**src/rtl/lrs_pkg.sv**
```systemverilog
package lrs_pkg;

  typedef enum logic {
    PH_SETUP  = 1'b0,
    PH_STROBE = 1'b1
  } lrs_phase_e;

  typedef struct packed {
    logic r_up;
    logic g_up;
    logic b_up;
    logic r_dn;
    logic g_dn;
    logic b_dn;
  } lrs_rgb_t;

  typedef struct packed {
    logic lat;
    logic oe_n;
    logic a;
    logic b;
    logic c;
  } lrs_lines_t;

endpackage

```
**src/rtl/lrs_rst_sync.sv**
```systemverilog
module lrs_rst_sync (
  input  logic clk_i,
  input  logic rst_ni,
  output logic rst_no
);

  logic [1:0] sync_q;

  always_ff @(posedge clk_i or negedge rst_ni) begin
    if (!rst_ni) begin
      sync_q <= 2'b00;
    end else begin
      sync_q <= {sync_q[0], 1'b1};
    end
  end

  assign rst_no = sync_q[1];

endmodule

```
**src/rtl/lrs_col_timer.sv**
```systemverilog
module lrs_col_timer
  import lrs_pkg::*;
#(
  parameter int WIDTH = 64,
  parameter int COL_W = $clog2(WIDTH)
) (
  input  logic             clk_i,
  input  logic             rst_ni,
  input  logic             valid_i,
  output logic             ready_o,
  output logic             take_o,
  output logic [COL_W-1:0] col_o,
  output logic             dclk_o,
  output logic             row_end_o
);

  localparam logic [COL_W-1:0] LAST_COL = COL_W'(WIDTH - 1);

  lrs_phase_e       phase_q, phase_d;
  logic [COL_W-1:0] col_q, col_d;
  logic             col_en;
  logic             dclk_q, dclk_d;
  logic             last_col;

  assign last_col = (col_q == LAST_COL);
  assign ready_o  = (phase_q == PH_SETUP);
  assign take_o   = ready_o && valid_i;
  assign col_en   = (phase_q == PH_STROBE);

  always_comb begin
    phase_d = phase_q;
    col_d   = col_q;
    dclk_d  = 1'b0;
    unique case (phase_q)
      PH_SETUP: begin
        if (take_o) begin
          phase_d = PH_STROBE;
        end
      end
      PH_STROBE: begin
        phase_d = PH_SETUP;
        dclk_d  = 1'b1;
        col_d   = last_col ? '0 : col_q + 1'b1;
      end
      default: phase_d = PH_SETUP;
    endcase
  end

  always_ff @(posedge clk_i or negedge rst_ni) begin
    if (!rst_ni) begin
      phase_q <= PH_SETUP;
      dclk_q  <= 1'b0;
    end else begin
      phase_q <= phase_d;
      dclk_q  <= dclk_d;
    end
  end

  always_ff @(posedge clk_i or negedge rst_ni) begin
    if (!rst_ni) begin
      col_q <= '0;
    end else if (col_en) begin
      col_q <= col_d;
    end
  end

  assign col_o     = col_q;
  assign dclk_o    = dclk_q;
  assign row_end_o = (phase_q == PH_STROBE) && last_col;

endmodule

```
**src/rtl/lrs_row_counter.sv**
```systemverilog
module lrs_row_counter #(
  parameter int ROWS  = 32,
  parameter int ROW_W = $clog2(ROWS)
) (
  input  logic             clk_i,
  input  logic             rst_ni,
  input  logic             step_i,
  output logic [ROW_W-1:0] row_o,
  output logic             first_o
);

  localparam logic [ROW_W-1:0] LAST_ROW = ROW_W'(ROWS - 1);

  logic [ROW_W-1:0] row_q, row_d;

  always_comb begin
    row_d = (row_q == LAST_ROW) ? '0 : row_q + 1'b1;
  end

  always_ff @(posedge clk_i or negedge rst_ni) begin
    if (!rst_ni) begin
      row_q <= '0;
    end else if (step_i) begin
      row_q <= row_d;
    end
  end

  assign row_o   = row_q;
  assign first_o = (row_q == '0);

endmodule

```
**src/rtl/lrs_line_ctrl.sv**
```systemverilog
module lrs_line_ctrl
  import lrs_pkg::*;
#(
  parameter int WIDTH     = 64,
  parameter int LATCH_LEN = 3,
  parameter int COL_W     = $clog2(WIDTH)
) (
  input  logic             clk_i,
  input  logic             rst_ni,
  input  logic             take_i,
  input  logic [COL_W-1:0] col_i,
  input  logic             first_row_i,
  input  lrs_rgb_t         pix_i,
  input  logic             row_end_i,
  output lrs_rgb_t         rgb_o,
  output lrs_lines_t       lines_o,
  output logic             row_done_o
);

  localparam logic [COL_W-1:0] LAT_FROM = COL_W'(WIDTH - LATCH_LEN);
  localparam logic [COL_W-1:0] TOK_FROM = COL_W'(WIDTH - 2);
  localparam logic [COL_W-1:0] SEL_COL  = COL_W'(WIDTH - 1);

  localparam lrs_lines_t LINES_IDLE = '{lat: 1'b0, oe_n: 1'b1, a: 1'b0, b: 1'b0, c: 1'b0};

  lrs_rgb_t   rgb_q;
  lrs_lines_t lines_q, lines_d, slot_lines;
  logic       lines_en;
  logic       done_q;

  // Line levels that belong to the column slot being accepted now.
  always_comb begin
    slot_lines.lat  = (col_i >= LAT_FROM);
    slot_lines.oe_n = (col_i >= LAT_FROM);
    slot_lines.a    = (col_i == SEL_COL);
    slot_lines.b    = (col_i == SEL_COL);
    slot_lines.c    = first_row_i && (col_i >= TOK_FROM);
  end

  assign lines_en = take_i || done_q;

  always_comb begin
    if (take_i) begin
      lines_d = slot_lines;
    end else begin
      lines_d = LINES_IDLE;
    end
  end

  always_ff @(posedge clk_i or negedge rst_ni) begin
    if (!rst_ni) begin
      rgb_q <= '0;
    end else if (take_i) begin
      rgb_q <= pix_i;
    end
  end

  always_ff @(posedge clk_i or negedge rst_ni) begin
    if (!rst_ni) begin
      lines_q <= LINES_IDLE;
    end else if (lines_en) begin
      lines_q <= lines_d;
    end
  end

  always_ff @(posedge clk_i or negedge rst_ni) begin
    if (!rst_ni) begin
      done_q <= 1'b0;
    end else begin
      done_q <= row_end_i;
    end
  end

  assign rgb_o      = rgb_q;
  assign lines_o    = lines_q;
  assign row_done_o = done_q;

endmodule

```
**src/rtl/panel_row_scan.sv**
```systemverilog
module panel_row_scan
  import lrs_pkg::*;
#(
  parameter int WIDTH     = 64,
  parameter int ROWS      = 32,
  parameter int LATCH_LEN = 3
) (
  input  logic                    clk_i,
  input  logic                    rst_ni,
  input  logic                    pix_valid_i,
  input  logic [5:0]              pix_data_i,
  output logic                    pix_ready_o,
  output logic [$clog2(ROWS)-1:0] row_o,
  output logic                    dclk_o,
  output logic [5:0]              rgb_o,
  output logic                    lat_o,
  output logic                    oe_n_o,
  output logic                    row_a_o,
  output logic                    row_b_o,
  output logic                    row_c_o
);

  localparam int COL_W = $clog2(WIDTH);
  localparam int ROW_W = $clog2(ROWS);

  logic             rst_sync_n;
  logic             take;
  logic             row_end;
  logic             row_done;
  logic             first_row;
  logic [COL_W-1:0] col;
  lrs_rgb_t         pix_s, rgb_s;
  lrs_lines_t       lines_s;

  assign pix_s = lrs_rgb_t'(pix_data_i);

  lrs_rst_sync u_rst (
    .clk_i  (clk_i),
    .rst_ni (rst_ni),
    .rst_no (rst_sync_n)
  );

  lrs_col_timer #(.WIDTH(WIDTH), .COL_W(COL_W)) u_col (
    .clk_i     (clk_i),
    .rst_ni    (rst_sync_n),
    .valid_i   (pix_valid_i),
    .ready_o   (pix_ready_o),
    .take_o    (take),
    .col_o     (col),
    .dclk_o    (dclk_o),
    .row_end_o (row_end)
  );

  lrs_row_counter #(.ROWS(ROWS), .ROW_W(ROW_W)) u_row (
    .clk_i   (clk_i),
    .rst_ni  (rst_sync_n),
    .step_i  (row_done),
    .row_o   (row_o),
    .first_o (first_row)
  );

  lrs_line_ctrl #(.WIDTH(WIDTH), .LATCH_LEN(LATCH_LEN), .COL_W(COL_W)) u_lines (
    .clk_i       (clk_i),
    .rst_ni      (rst_sync_n),
    .take_i      (take),
    .col_i       (col),
    .first_row_i (first_row),
    .pix_i       (pix_s),
    .row_end_i   (row_end),
    .rgb_o       (rgb_s),
    .lines_o     (lines_s),
    .row_done_o  (row_done)
  );

  assign rgb_o   = rgb_s;
  assign lat_o   = lines_s.lat;
  assign oe_n_o  = lines_s.oe_n;
  assign row_a_o = lines_s.a;
  assign row_b_o = lines_s.b;
  assign row_c_o = lines_s.c;

endmodule

```
**config.mk**
```make
export PLATFORM = sky130hd
export DESIGN_NAME = panel_row_scan
export DESIGN_NICKNAME = d
export VERILOG_FILES = /design/src/rtl/lrs_pkg.sv /design/src/rtl/lrs_rst_sync.sv /design/src/rtl/lrs_col_timer.sv /design/src/rtl/lrs_row_counter.sv /design/src/rtl/lrs_line_ctrl.sv /design/src/rtl/panel_row_scan.sv
export SDC_FILE = /design/constraint.sdc
export NUM_CORES = 1
export LEC_CHECK = 0
export BUFFER_PORTS_ARGS = -buffer_cell sky130_fd_sc_hd__buf_2
export CAP_MARGIN = 20
export CORE_MARGIN = 5
export CORE_UTILIZATION = 55
export CTS_CLUSTER_SIZE = 40
export DETAILED_ROUTE_END_ITERATION = 8
export GPL_ROUTABILITY_DRIVEN = 0
export PLACE_DENSITY = 0.81
export SLEW_MARGIN = 20
export SYNTH_ARGS = -nofsm -noshare
export SYNTH_HDL_FRONTEND = slang
export SYNTH_SLANG_ARGS = --single-unit
export TNS_END_PERCENT = 5
```
**constraint.sdc**
```tcl
create_clock -name clk_i -period 1.5 [get_ports clk_i]
set_input_delay 0.075 -clock clk_i [delete_from_list [all_inputs] [get_ports clk_i]]
set_output_delay 0.075 -clock clk_i [all_outputs]
set_load 0.01 [all_outputs]
```
# --- Word-level counts from Yosys, hierarchy flattened ---
# Cells that the tools add are included.
word_totals:
  rom_bits: 0
  latch_bits: 0
  regBits: 27
  word_cells: 35
  output_inout_bits: 18
  mem_bits_rw: 0
  input_bits: 9
  n_memories: 0
classes:
  n_addsub: 2
  n_bitwise: 1
  n_reduce_logical: 5
  magnitude_cmp: 2
  shift: 0
  mul: 0
  n_mux: 6
  n_eq_ne: 2
  n_div: 0
op_table:
  columns: ["op", "n"]
  rows:
  - ["$ge A6 B6 Y1 const B", 2]
  - ["$mux W5", 2]
  - ["$add A6 B1 Y6 const B", 1]
  - ["$eq A6 B6 Y1 const B", 1]
  - ["$mux W6", 1]
  - ["$add A5 B1 Y5 const B", 1]
  - ["$eq A5 B5 Y1 const B", 1]
  - ["$logic_not A5 Y1", 1]
  - ["$logic_and A1 B1 Y1", 3]
  - ["$mux W1", 2]
  - ["$pmux W1 S2", 1]
  - ["$logic_or A1 B1 Y1", 1]
  - ["$not A1 Y1", 1]

# --- Depth between registers and ports, before layout ---
logic_depth:
  depth_word: 4
  depth_mapped: 6
  mapped_depth_nobuf: 6

# --- Cells and area by module ---
# From an unflattened synthesis, not the netlist that was laid out.
hier_totals:
  cells_unflattened: 86
  area_unflattened_um2: 1137.3
by_module_without_submodules:
  columns: ["module", "cells_per_inst", "area_each_um2", "n_inst", "seq_area_each_um2"]
  rows:
  - ["lrs_line_ctrl", 29, 454.2, 1, 276.5]
  - ["lrs_col_timer", 29, 354.1, 1, 200.2]
  - ["lrs_row_counter", 25, 275.3, 1, 125.1]
  - ["lrs_rst_sync", 3, 53.8, 1, 50.0]

# --- Worst setup path after synthesis ---
# OpenSTA, ideal clock, no wires.
synth_path:
  path_kind: "register -> register"
  from: "register u_row.row_q[0], in the netlist u_row.row_o[0]"
  to: "register u_row.row_q[4], in the netlist u_row.row_o[4]"
  setup_slack_ns: 0.057
  t_arrival_ns: 1.318
  setup_time_ns: 0.125
  path_buffers: 0
  path_stages_with_launch: 5
  required_time_ns: 1.375
  cell_sequence: "dfrtp_1 -> ha_1 -> and3_1 -> ha_1 -> mux2_2"
synth_via:
  elab_chain_cells: 2
synth_rtl:
  columns: ["element", "line_no", "source"]
  rows:
  - ["from (decl)", "lrs_row_counter.sv:14", "logic [ROW_W-1:0] row_q, row_d;"]
  - ["from (signal assigned)", "lrs_row_counter.sv:24", "row_q <= row_d;"]
  - ["$add A5 B1 Y5 or $eq A5 B5 Y1 (tied branches)", "lrs_row_counter.sv:17", "row_d = (row_q == LAST_ROW) ? '0 : row_q + 1'b1;"]
  - ["$mux W5 (*)", "lrs_row_counter.sv:17", null]
  - ["net u_row.row_d[4]", "lrs_row_counter.sv:14", null]
# Mark *: on every way through the listed nets, which the timed path passes. The rest lies on a longest branch.
# A chain may end at the register's enable or synchronous reset.

# --- Worst setup path in the final report ---
layout_path:
  from: "register u_row.row_q[1], in the netlist u_row.row_o[1]"
  to: "register u_row.row_q[3], in the netlist u_row.row_o[3]"
layout_via:
  elab_chain_cells: 2
layout_rtl:
  columns: ["element", "line_no"]
  rows:
  - ["$add A5 B1 Y5 or $eq A5 B5 Y1 (tied branches)", "lrs_row_counter.sv:17"]
  - ["$mux W5 (*)", "lrs_row_counter.sv:17"]
# Every way passes the cells marked *; elsewhere a longest branch is shown, timed or not.

==> metrics.yaml <==
drive_gt1_frac: 0.348
finalSetupViolCount: 0
area_growth_syn_to_layout_pct: 24.3
min_period_ns: 1.43
nets: 152
clock_skew_ns: 0.00441
antenna_cells: 0
antenna_found_initial: 0
fmax_mhz: 698
syn_inst: 98
syn_area_per_cell_sq_um: 12.0
fin_crit_sh: 0.954
htreeDepth: 1
vias_per_cell: 5.07
numCtsBuffers: 3
io_pins: 27
die-area_sq_mm: 0.00317
ys.flop_type: "dfrtp_1"
wirelength_microns: 2230
clk_pin_slew_ns: 0.13
io_buffers: 26
clk_path_buf_depth: 2
ys_seq_elements: 26
syn-cell-area_sq_mm: 0.00118
start_kind: "flop"
power.density_mw_per_mm2: 1120
yosysSeqAreaShare: 0.554
dpl-instance-area_sq_mm: 0.00132
clk_latency_ns: 0.31
hold_class: "in2async"
cp_data_required_time_ns: 1.71
cts_tree: "built"
ir_worst_vdd_uv: 966
vias: 822
path_max_fanout: 3
drt_pre_antenna_iters: 3
tns_ns: 0
clock-sinks: 26
synth-edff-count: 0
yosys_warnings: 0
dp_hpwl_microns: 1530
syn-num-nets: 114
drc: 0
ant_nets: 0
fillCellCount: 131
regArea_sq_um: 652
final_util: 0.731
finalPower_mw: 1.65
multi_input_area_sq_um: 462
design_area_sq_mm: 0.00146
power.leakage_nw: 0.727
worstSetupEndpointType: "flop"
drt-wirelength-per-cell_microns: 13.8
grt_max_degree: 16
cts-root-buf: "clkbuf_4"
dieHeight_microns: 56.3
path_class: "reg2reg"
slew_violations: 0
ys_async_sr_fraction: 1.00
netlist-cell-type-count: 32
floorplan.die.width_microns: 56.3
crit_arrival_ns: 1.64
status: "completed"
core_sq_mm: 0.00200
rows: 16
start_util: 0.588
finalHoldViolations: 0
dr.first_iter.drc_count: 17
grt_pass1_vias: 830
gr-total-overflow: 0
drv_cap: 0
grt_first_pass_wirelength_microns: 3670
grt_usage: 0.147
-- worst max-delay path: stages, from the launching register on --
cell and delay (ns):
dfrtp_1 0.40, ha_1 0.19, and3_1 0.17, ha_2 0.19, inv_1 0.08, a311o_1 0.31
-- power by group --
group / switching [mW] / internal [mW]
Sequential: 0.104 / 0.793
Combinational: 0.139 / 0.143
Clock: 0.196 / 0.270
-- final timing paths --
kind | from | endpoint | slack (ns) | cells after the start
min in group clk_i | pix_valid_i | u_col.col_en | 0.20 | 3
max reg2reg | u_row.row_o[1] | u_row.row_o[3] | 0.07 | 5
min | rst_ni | u_rst.sync_q[0] | 0.05 | 2
max | u_row.row_o[1] | u_row.row_o[3] | 0.07 | 5
max in group asynchronous | u_rst.sync_q[1] | u_col.col_o[5] | 0.73 | 1
min reg2reg | u_rst.sync_q[1] | u_lines.rgb_o[5] | 0.21 | 0
-- cell usage in the layout (no fill, tap or decap), types with 2 or more instances in the layout --
cell           instances
buf_2                 26
buf_4                  5
clkbuf_4               3
dfrtp_1               25
dlygate4sd3_1          7
ha_1                   6
inv_1                  7
mux2_2                 5
mux2_4                 2
nand2_1                5
nand2b_1               3
nand3_1                4
nand4_1                2
nor2_1                 4
o21ai_0                8
xnor2_1                2
-- cell families (layout without fill, tap and decap cells) --
group	count (synthesis)	in the layout	synth area share
and+or+nand+nor	27	27	0.135
buffers and inverters	12	49	0.0616
adders and majority gates	7	7	0.0744
DFF	26	26	0.554
xor gates and xnor gates	3	3	0.0223
muxes	7	7	0.0733
other	1	1	0.00319
AOI/OAI and AO/OA	15	15	0.0765
-- cells in the mapped netlist, drive strengths merged (2+ instances only) --
library cell	instances	area, sq um
ha	7	87.6
o21ai	9	45.0
nor2	4	15.0
xnor2	2	17.5
dfrtp	25	626
buf	5	46.3
nand4	3	25.0
nor2b	2	15.0
nand2b	3	18.8
nand3	4	20.0
nand2	5	18.8
inv	7	26.3
mux2	7	86.3
nor4b	2	17.5
-- what timing repair did --
action / in CTS / in global routing
buffers inserted: 0 / 2
resized for setup: 0 / 3
hold endpoints to repair: 8 / 0
setup endpoints to repair: 0 / 3
hold buffers: 7 / 0
-- cell type report --
type / count / share of cell area
Sequential cell: 26 / 0.445
Multi-Input combinational cell: 60 / 0.315
Timing Repair Buffer: 38 / 0.162
Tap cell: 27 / 0.0231
Clock inverter: 1 / 0.0205
Inverter: 7 / 0.0179
Clock buffer: 3 / 0.0154
-- stage by stage --
| stage | std cells | hold WS [ns] | worst slack (ns) |
|---|---|---|---|
| finish | 162 | 0.0468 | 0.0683 |
| global route | 162 | 0.0354 | -0.00574 |
| CTS | 160 | 0.0292 | 0.00357 |
| detailed placement | 149 | -0.138 | 0.0332 |
| global placement | 149 | -0.140 | 0.0764 |
| floorplan | 98 | -0.221 | 0.0569 |
-- routing by layer --
metal  part of all wire  global-route usage
met5                  0                   0
met4             0.0054              0.0508
met3              0.037              0.0229
met2               0.53               0.250
met1               0.42               0.189
-- flip-flops by register name, summed over array words and instances (netlist names) --
| register | count |
|---|---|
| u_col.col_o | 6 |
| u_lines.lines_o | 4 |
| u_rst.sync_q | 2 |
| u_row.row_o | 5 |
| u_lines.row_done_o | 1 |
| u_lines.rgb_o | 6 |
| u_col.col_en | 1 |
| u_col.dclk_o | 1 |
No activity file was read; power rests on OpenSTA's default activity.
